==> config.mk <==
export PLATFORM = sky130hd
export DESIGN_NAME = tws_status
export DESIGN_NICKNAME = d
export VERILOG_FILES = /design/src/rtl/tws_pkg.sv /design/src/rtl/tws_flag.sv /design/src/rtl/tws_track.sv /design/src/rtl/tws_rules.sv /design/src/rtl/tws_status.sv
export SDC_FILE = /design/constraint.sdc
export NUM_CORES = 1
export LEC_CHECK = 0
export CORE_UTILIZATION = 32
export DETAILED_ROUTE_END_ITERATION = 10
export GPL_TIMING_DRIVEN = 0
export PLACE_DENSITY = 0.84
export SETUP_SLACK_MARGIN = 0.02
export SYNTH_ARGS = -nofsm -noshare
export SYNTH_HDL_FRONTEND = slang
export SYNTH_SLANG_ARGS = --single-unit
==> constraint.sdc <==
create_clock -name clk -period 2.8 [get_ports clk]
set_clock_uncertainty 0.2 [all_clocks]
set_input_delay 0.42 -clock clk [delete_from_list [all_inputs] [get_ports clk]]
set_output_delay 0.42 -clock clk [all_outputs]
set_load 0.005 [all_outputs]
==> src/rtl/tws_pkg.sv <==
// Shared types for the two-wire status flag unit.
// Assumes every event field is a single-cycle strobe from the bit engine.
package tws_pkg;

    // Event strobes and register accesses sampled in one cycle
    typedef struct packed {
        logic start;
        logic rstart;
        logic stop;
        logic addr;
        logic addr_hit;
        logic rx_byte;
        logic xfer;
        logic tx_ack;
        logic nack;
        logic stop_sent;
        logic rhr_rd;
        logic thr_wr;
    } tws_ev_t;

    // Index of each flag in the flag vectors
    typedef enum logic [1:0] {
        FL_TXCOMP = 2'd0,
        FL_RXRDY  = 2'd1,
        FL_TXRDY  = 2'd2,
        FL_NACK   = 2'd3
    } tws_flag_e;

    localparam int NUM_FLAGS = 4;

endpackage

==> src/rtl/tws_flag.sv <==
// One status flag: a register with separate set and clear requests.
// A set request beats a clear request in the same cycle, so no event is lost.
// Assumes a synchronous active-low reset that loads RST_VAL.
module tws_flag #(
    parameter logic RST_VAL = 1'b0
) (
    input  logic clk,
    input  logic rst_n,
    input  logic set_req,
    input  logic clr_req,
    output logic q
);

    // Flag register: reset value, then set-over-clear priority
    always_ff @(posedge clk) begin
        if (!rst_n)       q <= RST_VAL;
        else if (set_req) q <= 1'b1;
        else if (clr_req) q <= 1'b0;
    end

    p_reset_val_r1: assert property (@(posedge clk) !rst_n |=> q == RST_VAL);
    p_set_wins_r11: assert property (@(posedge clk) disable iff (!rst_n)
        set_req |=> q);
    p_clear_only_r6: assert property (@(posedge clk) disable iff (!rst_n)
        (clr_req && !set_req) |=> !q);

endmodule

==> src/rtl/tws_track.sv <==
// Keeps the small amount of bus-phase state the flag rules need:
// whether a byte is waiting in the transmit holding register,
// whether a repeated start is waiting for its address phase,
// and the previous master enable level used to find its rising edge.
// Assumes strobes last one cycle. A transfer or a NACK beats a write.
module tws_track (
    input  logic clk,
    input  logic rst_n,
    input  logic msen,
    input  logic thr_wr,
    input  logic xfer,
    input  logic nack,
    input  logic rstart,
    input  logic addr,
    output logic hold_empty,
    output logic rs_pend,
    output logic msen_rise
);

    logic hold_full;
    logic msen_q;

    // Holding register occupancy: write fills, transfer or NACK empties
    always_ff @(posedge clk) begin
        if (!rst_n)            hold_full <= 1'b0;
        else if (xfer || nack) hold_full <= 1'b0;
        else if (thr_wr)       hold_full <= 1'b1;
    end

    // Repeated start waiting for the address phase that follows it
    always_ff @(posedge clk) begin
        if (!rst_n)      rs_pend <= 1'b0;
        else if (addr)   rs_pend <= 1'b0;
        else if (rstart) rs_pend <= 1'b1;
    end

    // Previous master enable level
    always_ff @(posedge clk) begin
        if (!rst_n) msen_q <= 1'b0;
        else        msen_q <= msen;
    end

    assign hold_empty = !hold_full;
    assign msen_rise  = msen && !msen_q;

    p_hold_fill_r3: assert property (@(posedge clk) disable iff (!rst_n)
        (thr_wr && !xfer && !nack) |=> !hold_empty);
    p_rs_clear_r5: assert property (@(posedge clk) disable iff (!rst_n)
        addr |=> !rs_pend);

endmodule

==> src/rtl/tws_rules.sv <==
// Turns the event strobes into set and clear requests for every flag.
// Master and slave rules for TXCOMP and TXRDY are both computed and the
// mode input picks one. RXRDY, NACK and the master-enable rule do not
// depend on the mode. Purely combinational.
module tws_rules
    import tws_pkg::*;
(
    input  logic                 mode_master,
    input  tws_ev_t              ev,
    input  logic                 hold_empty,
    input  logic                 rs_pend,
    input  logic                 msen_rise,
    output logic [NUM_FLAGS-1:0] set_v,
    output logic [NUM_FLAGS-1:0] clr_v
);

    logic m_comp_set, m_comp_clr, m_rdy_set, m_rdy_clr;
    logic s_comp_set, s_comp_clr, s_rdy_set, s_rdy_clr;

    // Master rules: completion needs an empty holding register at stop-sent
    always_comb begin
        m_comp_set = (ev.stop_sent && hold_empty) || ev.nack;
        m_comp_clr = ev.start;
        m_rdy_set  = ev.xfer || ev.nack;
        m_rdy_clr  = ev.thr_wr;
    end

    // Slave rules: completion at stop or at a foreign address after a repeated start
    always_comb begin
        s_comp_set = ev.stop || (ev.addr && !ev.addr_hit && rs_pend);
        s_comp_clr = ev.start;
        s_rdy_set  = ev.tx_ack || ev.nack;
        s_rdy_clr  = ev.thr_wr;
    end

    // Request vectors for the flag cells
    always_comb begin
        set_v = '0;
        clr_v = '0;
        set_v[FL_TXCOMP] = mode_master ? m_comp_set : s_comp_set;
        clr_v[FL_TXCOMP] = mode_master ? m_comp_clr : s_comp_clr;
        set_v[FL_TXRDY]  = (mode_master ? m_rdy_set : s_rdy_set) || msen_rise;
        clr_v[FL_TXRDY]  = mode_master ? m_rdy_clr : s_rdy_clr;
        set_v[FL_RXRDY]  = ev.rx_byte;
        clr_v[FL_RXRDY]  = ev.rhr_rd;
        set_v[FL_NACK]   = ev.nack;
        clr_v[FL_NACK]   = ev.start;
    end

endmodule

==> src/rtl/tws_status.sv <==
// Status flag unit of a two-wire serial controller (master or slave).
// It takes event strobes from the bit engine and register access strobes,
// keeps the flags, and shows them with fixed ones in a read-only word.
// Assumes synchronous active-low reset and single-cycle strobes.
module tws_status
    import tws_pkg::*;
#(
    parameter int          STAT_W     = 32,
    parameter logic [31:0] CONST_ONES = 32'h0000_F008,
    parameter int          POS_TXCOMP = 0,
    parameter int          POS_RXRDY  = 1,
    parameter int          POS_TXRDY  = 2,
    parameter int          POS_NACK   = 8
) (
    input  logic              clk,
    input  logic              rst_n,
    input  logic              mode_master,
    input  logic              msen,
    input  logic              ev_start,
    input  logic              ev_rstart,
    input  logic              ev_stop,
    input  logic              ev_addr,
    input  logic              addr_hit,
    input  logic              ev_rx_byte,
    input  logic              ev_xfer,
    input  logic              ev_tx_ack,
    input  logic              ev_nack,
    input  logic              ev_stop_sent,
    input  logic              rhr_rd,
    input  logic              thr_wr,
    output logic [STAT_W-1:0] status
);

    localparam logic [NUM_FLAGS-1:0] FLAG_RST = NUM_FLAGS'(1) << FL_TXCOMP;
    localparam logic [STAT_W-1:0]    FIXED    = CONST_ONES[STAT_W-1:0];

    tws_ev_t              ev;
    logic                 hold_empty, rs_pend, msen_rise;
    logic [NUM_FLAGS-1:0] set_v, clr_v, flag_q;

    // Gather the strobes into one event record
    always_comb begin
        ev = '{start: ev_start, rstart: ev_rstart, stop: ev_stop,
               addr: ev_addr, addr_hit: addr_hit, rx_byte: ev_rx_byte,
               xfer: ev_xfer, tx_ack: ev_tx_ack, nack: ev_nack,
               stop_sent: ev_stop_sent, rhr_rd: rhr_rd, thr_wr: thr_wr};
    end

    tws_track u_track (
        .clk        (clk),
        .rst_n      (rst_n),
        .msen       (msen),
        .thr_wr     (thr_wr),
        .xfer       (ev_xfer),
        .nack       (ev_nack),
        .rstart     (ev_rstart),
        .addr       (ev_addr),
        .hold_empty (hold_empty),
        .rs_pend    (rs_pend),
        .msen_rise  (msen_rise)
    );

    tws_rules u_rules (
        .mode_master (mode_master),
        .ev          (ev),
        .hold_empty  (hold_empty),
        .rs_pend     (rs_pend),
        .msen_rise   (msen_rise),
        .set_v       (set_v),
        .clr_v       (clr_v)
    );

    for (genvar i = 0; i < NUM_FLAGS; i++) begin : g_flag
        tws_flag #(.RST_VAL(FLAG_RST[i])) u_flag (
            .clk     (clk),
            .rst_n   (rst_n),
            .set_req (set_v[i]),
            .clr_req (clr_v[i]),
            .q       (flag_q[i])
        );
    end

    // Assemble the read-only word from fixed ones and flags
    always_comb begin
        status             = FIXED;
        status[POS_TXCOMP] = flag_q[FL_TXCOMP];
        status[POS_RXRDY]  = flag_q[FL_RXRDY];
        status[POS_TXRDY]  = flag_q[FL_TXRDY];
        status[POS_NACK]   = flag_q[FL_NACK];
    end

    p_rx_set_r6: assert property (@(posedge clk) disable iff (!rst_n)
        ev_rx_byte |=> status[POS_RXRDY]);
    p_rx_clr_r6: assert property (@(posedge clk) disable iff (!rst_n)
        (rhr_rd && !ev_rx_byte) |=> !status[POS_RXRDY]);
    p_nack_all_r8: assert property (@(posedge clk) disable iff (!rst_n)
        (mode_master && ev_nack) |=>
        (status[POS_TXCOMP] && status[POS_TXRDY] && status[POS_NACK]));
    p_msen_rdy_r9: assert property (@(posedge clk) disable iff (!rst_n)
        msen_rise |=> status[POS_TXRDY]);
    p_m_comp_clr_r3: assert property (@(posedge clk) disable iff (!rst_n)
        (mode_master && ev_start && !ev_nack && !ev_stop_sent) |=> !status[POS_TXCOMP]);
    p_s_comp_set_r4: assert property (@(posedge clk) disable iff (!rst_n)
        (!mode_master && ev_stop) |=> status[POS_TXCOMP]);
    p_s_rdy_hold_r10: assert property (@(posedge clk) disable iff (!rst_n)
        (!mode_master && thr_wr && !ev_tx_ack && !ev_nack && !msen_rise)
        |=> !status[POS_TXRDY]);

endmodule

Yosys cells after proc, flatten, opt, wreduce, memory -nomap -nowiden:

Index checks and enable logic that the tools add are counted.

* mux-type cells: 8
* bitwise gates (word level): 1
* reduce and logical (&&, ||, !) cells: 18

Operator list (number)
* two-way mux 1 bit: 8
* nonzero test 2 bit: 3
* OR reduction 2 bit: 3
* logical OR 1 bit: 5
* logical AND 1 bit: 4
* zero test 1 bit: 3
* NOT 1 bit: 1

* register bits: 7
* logic and storage cells: 34

Longest topological paths before layout:

* word-level depth: 6
* depth in mapped cells: 3

Hierarchy:

From an unflattened synthesis, not the netlist that was laid out.

* cell total of the unflattened synthesis: 65
* area total of the unflattened synthesis: 568.0 sq um

By module, submodules not included
* tws_status: times used 1, cells each 30, area an instance 217.7 sq um, seq. area each 0.0 sq um
* tws_flag at g_flag[1].u_flag ...: times used 3, cells each 3, area an instance 41.3 sq um, seq. area each 20.0 sq um
* tws_track: times used 1, cells each 10, area an instance 106.4 sq um, seq. area each 60.1 sq um
* tws_rules: times used 1, cells each 13, area an instance 86.3 sq um, seq. area each 0.0 sq um
* tws_flag at g_flag[0].u_flag: times used 1, cells each 3, area an instance 33.8 sq um, seq. area each 20.0 sq um

Least setup slack after synthesis:

OpenSTA, ideal clock, no wires.

* kind: input to register
* from: input port addr_hit
* to: register g_flag[0].u_flag.q
* library setup time: 137 ps
* data arrival time: 807 ps
* setup slack: 1656 ps
* stages on the path: 3
* path buffers: 0
* cells stage by stage: inv_1 > a311oi_1 > o221ai_1

* longest elaborated chain between the ends: 6

RTL lines
* start, declared: RTL line tws_status.sv:23 `input logic addr_hit,`
* zero test 1 bit: RTL line tws_rules.sv:30 `s_comp_set = ev.stop || (ev.addr && !ev.addr_hit && rs_pend);`
* logical AND 1 bit (2 in series): RTL line tws_rules.sv:30
* logical OR 1 bit: RTL line tws_rules.sv:30
* two-way mux 1 bit: RTL line tws_rules.sv:40 `set_v[FL_TXCOMP] = mode_master ? m_comp_set : s_comp_set;`
* OR reduction 2 bit (no line)
* end signal, assigned: RTL line tws_flag.sv:16 `if (!rst_n) q <= RST_VAL;`
* end signal, assigned: RTL line tws_flag.sv:17 `else if (set_req) q <= 1'b1;`
* end signal, assigned: RTL line tws_flag.sv:18 `else if (clr_req) q <= 1'b0;`
* end, declared: RTL line tws_flag.sv:11 `output logic q`

Every way passes these cells.
A chain may end at the register's enable or synchronous reset.

Worst setup path after layout:

* from: register g_flag[2].u_flag.q
* to: output port status[2]

RTL lines
* start, declared: RTL line tws_flag.sv:11
* start signal, assigned: RTL line tws_flag.sv:16
* start signal, assigned: RTL line tws_flag.sv:17
* start signal, assigned: RTL line tws_flag.sv:18
* end, declared: RTL line tws_status.sv:31 `output logic [STAT_W-1:0] status`

No word-level cell between the ends.

==> results summary <==
The DRC marker count from the first detailed-route iteration is 8. The largest driver fanout on the critical path is 2. In this run the clock root is driven by a sky130_fd_sc_hd__clkbuf_4. After detailed placement, the design holds a cell count of ~120. The iteration count of the initial detailed-routing pass came out at 4. Setup violations remaining at the end of the flow were counted as 0.

The summed area of non-filler cells in the final layout came out at 855.8 um^2. Compared with the post-synthesis result, the final layout area differs by 64.03%. The proportion of layout cells with a drive suffix above 1 came out at between 30% and 40%.

After detailed routing, no signal wire sits above met3. The first global-routing pass estimated 1.566 mm of wire. The flip-flop and latch area came out at 140.1 um^2.

The startpoint identified for the worst register-to-register timing path is u_track.msen_q. After global routing the overflow that remains totals 0. The number of hold violations in the final report came out at 0. The maximum vdd ir drop is between 0.2 and 0.3 mV. The maximum operating frequency is 556.4 MHz. For the worst setup path, the data required time is 2180 ps.

The setup slack of the worst register-to-register path came out at 1720 ps. Measured along the y axis, the die boundary spans 42.38 um. The number of H-tree levels came out at 1. Cells fill between 50% and 60% of the core in the end.

In this run the critical register-to-register path is captured at g_flag[2].u_flag.q. The path type of the worst setup path is reg2out. The remaining design rule violation count came out at 0. The routed via count divided by cell count came out at about 3.4. The via count of the first global-routing pass came to 378. The number of nets still failing antenna checks after routing came out at 0. Data on the critical path arrives at its endpoint at 1180 ps. The routability-driven placement congestion ratio came out at between 0.6 and 0.7. The total power density per cell area came out at about 330 nW/um^2. The total of cells resized after clock tree synthesis is 0.

The clock latency reported for the late side of the worst-skew pair is about 250 ps. Excluding fillers, the count of instances in the completed layout stands at roughly 130. The register bit total from synthesis is 7. The final count of pins violating max slew is 0. The top-level I/O count came out at 48. Summed over all failing endpoints, the final setup total negative slack is 0 ps.

In this run, flip-flops and latches consume 37.7% of the power. The share of the cycle needed by the critical path after routing is between 60 and 70%. Global routing used ~12% of the available tracks across all layers. The number of antenna cells inserted came out at 0. The element type at the critical path end is an output pin. The post-route worst setup slack is around 1000 ps. Dividing the synthesized area by the synthesized cell count gives 8.415 um^2.

The static leakage is 0.4605 nW. The count of fill cells added during filler insertion came out at roughly 150. Combinational logic is responsible for 30.1% of the overall power. In this run the deepest clock path goes through 2 buffers. After technology mapping, the gate count stands at 62.

The worst hold path begins at u_track.rs_pend. The starting density of the core is 34.63%. The detailed-route wire length on metal 1 is roughly 280 um.

Counting distinct cell types in the post-synthesis netlist gives 17. The internal cell power is 0.2187 mW. Setup repair after global routing left no endpoint under its margin. The fraction of power consumed by the clock network is between 30% and 40%.

Net switching is 23.48% of the power. The number of rows in the core area came out at 14. The pre-CTS setup slack came out at 1069 ps. Detailed routing placed a total of 523 um of wire on met2. TritonCTS built the clock tree. The sequential share of the synthesized area came out at between 20% and 30%. In the final layout, the multi-input gates occupy around 220 um^2. The netlist area before placement is around 520 um^2. The final total power came out at 0.2859 mW. The startpoint class of the critical path is a flip-flop. The clock input transition at the sequential cells of the worst setup and hold paths came out at ~50 ps. The capturing instance or port of the critical path is status[2]. The pin count of the biggest net entering global routing came out at 8.

The number of sinks driven by the clock tree came out at 7. The width of the die is between 40 and 50 um. The run finished with clean final reports. The total setup buffers inserted after CTS is 0.

Buffers inserted during clock tree synthesis total 3. The worst path needs 1797 ps of the cycle, external delays included. The tightest min-delay check is of the reg2reg type.

The routed via count came out at 434. The routed wirelength normalized by instance count came out at about 7.4 um. For this run, the number of Yosys warnings is 0.

In this run the tool buffered the top-level ports with 19 buffer cells. The final layout net count is 128. The number of cells traversed by the worst register-to-register path came out at 3. Detailed routing placed a total of 128 um of wire on met3. The count of hold-fix buffers inserted at cts came out at 0. The die area came out at about 1800 um^2. The initial antenna violation count is 0. Across the run, the number of max-cap violations was 0. The area of the placeable core came out at 1506 um^2.

The area of placed instances is 829.5 um^2. The first element of the critical path is g_flag[2].u_flag.q. The worst hold slack after final layout is approximately 300 ps. The final layout contains routed wiring with a total length of 935 um. The switching power came out at 0.06713 mW.
==> power groups by stage <==
stage | Sequential [mW] | Clock, mW | Combinational [mW]
2_1_floorplan | 0.109 | 0 | 0.0519
3_3_place_gp | 0.110 | 0 | 0.0833
3_5_place_dp | 0.110 | 0 | 0.0854
4_1_cts | 0.108 | 0.0950 | 0.0854
5_1_grt | 0.108 | 0.105 | 0.0945
6_report | 0.108 | 0.0921 | 0.0861
==> worst min path at each step <==
stage                     cells after the start              end
final                                         2  u_track.rs_pend
after global routing                          2  u_track.rs_pend
after floorplan                               2  u_track.rs_pend
after global placement                        2  u_track.rs_pend
after detailed placement                      2  u_track.rs_pend
after CTS                                     2  u_track.rs_pend
==> per-layer routing <==
metal  GRT usage [%]  vias up
li1                -      237
met1           8.753      166
met3           7.759        0
met4           1.875        0
met2           25.23       31
met5               0        -
==> layout make-up <==
class,count,share of cell area [%]
Sequential cell,7,16.37
Timing Repair Buffer,19,22.22
Inverter,6,2.632
Tap cell,16,2.339
Multi-Input combinational cell,43,25.29
Buffer,32,28.07
Clock buffer,4,3.070
==> synth_stat cells (all sizes together) <==
cell / count / area (um^2)
nor2: 2 / 7.510
a222oi: 1 / 10.01
dfxtp: 7 / 140.1
conb: 2 / 7.510
a311oi: 1 / 8.760
clkinv: 1 / 3.750
nor2b: 2 / 12.51
and2: 1 / 6.260
o221ai: 1 / 8.760
a211oi: 1 / 7.510
a21oi: 1 / 5.000
nor4b: 1 / 15.01
a21boi: 1 / 7.510
buf: 32 / 240.2
inv: 5 / 18.77
nor3b: 1 / 7.510
o21a: 2 / 15.01
==> cell families (layout without fill, tap and decap cells) <==
family	Yosys count	in the layout	synth area share [%]
buffers and inverters	38	61	50.36
flip-flops	7	7	26.86
AND/OR/NAND/NOR	7	7	9.353
AO/OA/AOI/OAI	8	8	11.99
other	2	28	1.439
==> sequential cells by signal, indices dropped and copies added (netlist names) <==
signal and count:
u_track.rs_pend 1, u_track.hold_full 1, u_track.msen_q 1, g_flag.u_flag.q 4
==> worst max-delay path: stages, from the launching register on <==
cell                              delay, ps
sky130_fd_sc_hd__dfxtp_1                330
sky130_fd_sc_hd__buf_4                  110
sky130_fd_sc_hd__clkdlybuf4s50_1        490
==> cell usage in the layout, fill, tap and decap left out, types with 2 or more instances in the layout <==
master | Yosys | final
sky130_fd_sc_hd__dfxtp_1 | 7 | 7
sky130_fd_sc_hd__conb_1 | 2 | 28
sky130_fd_sc_hd__inv_1 | 5 | 5
sky130_fd_sc_hd__o21a_1 | 2 | 2
sky130_fd_sc_hd__nor2b_1 | 2 | 2
sky130_fd_sc_hd__clkdlybuf4s50_1 | 0 | 19
sky130_fd_sc_hd__clkbuf_4 | 0 | 3
sky130_fd_sc_hd__buf_4 | 32 | 32
sky130_fd_sc_hd__nor2_1 | 2 | 2
Power figures use the tool's default switching activity.
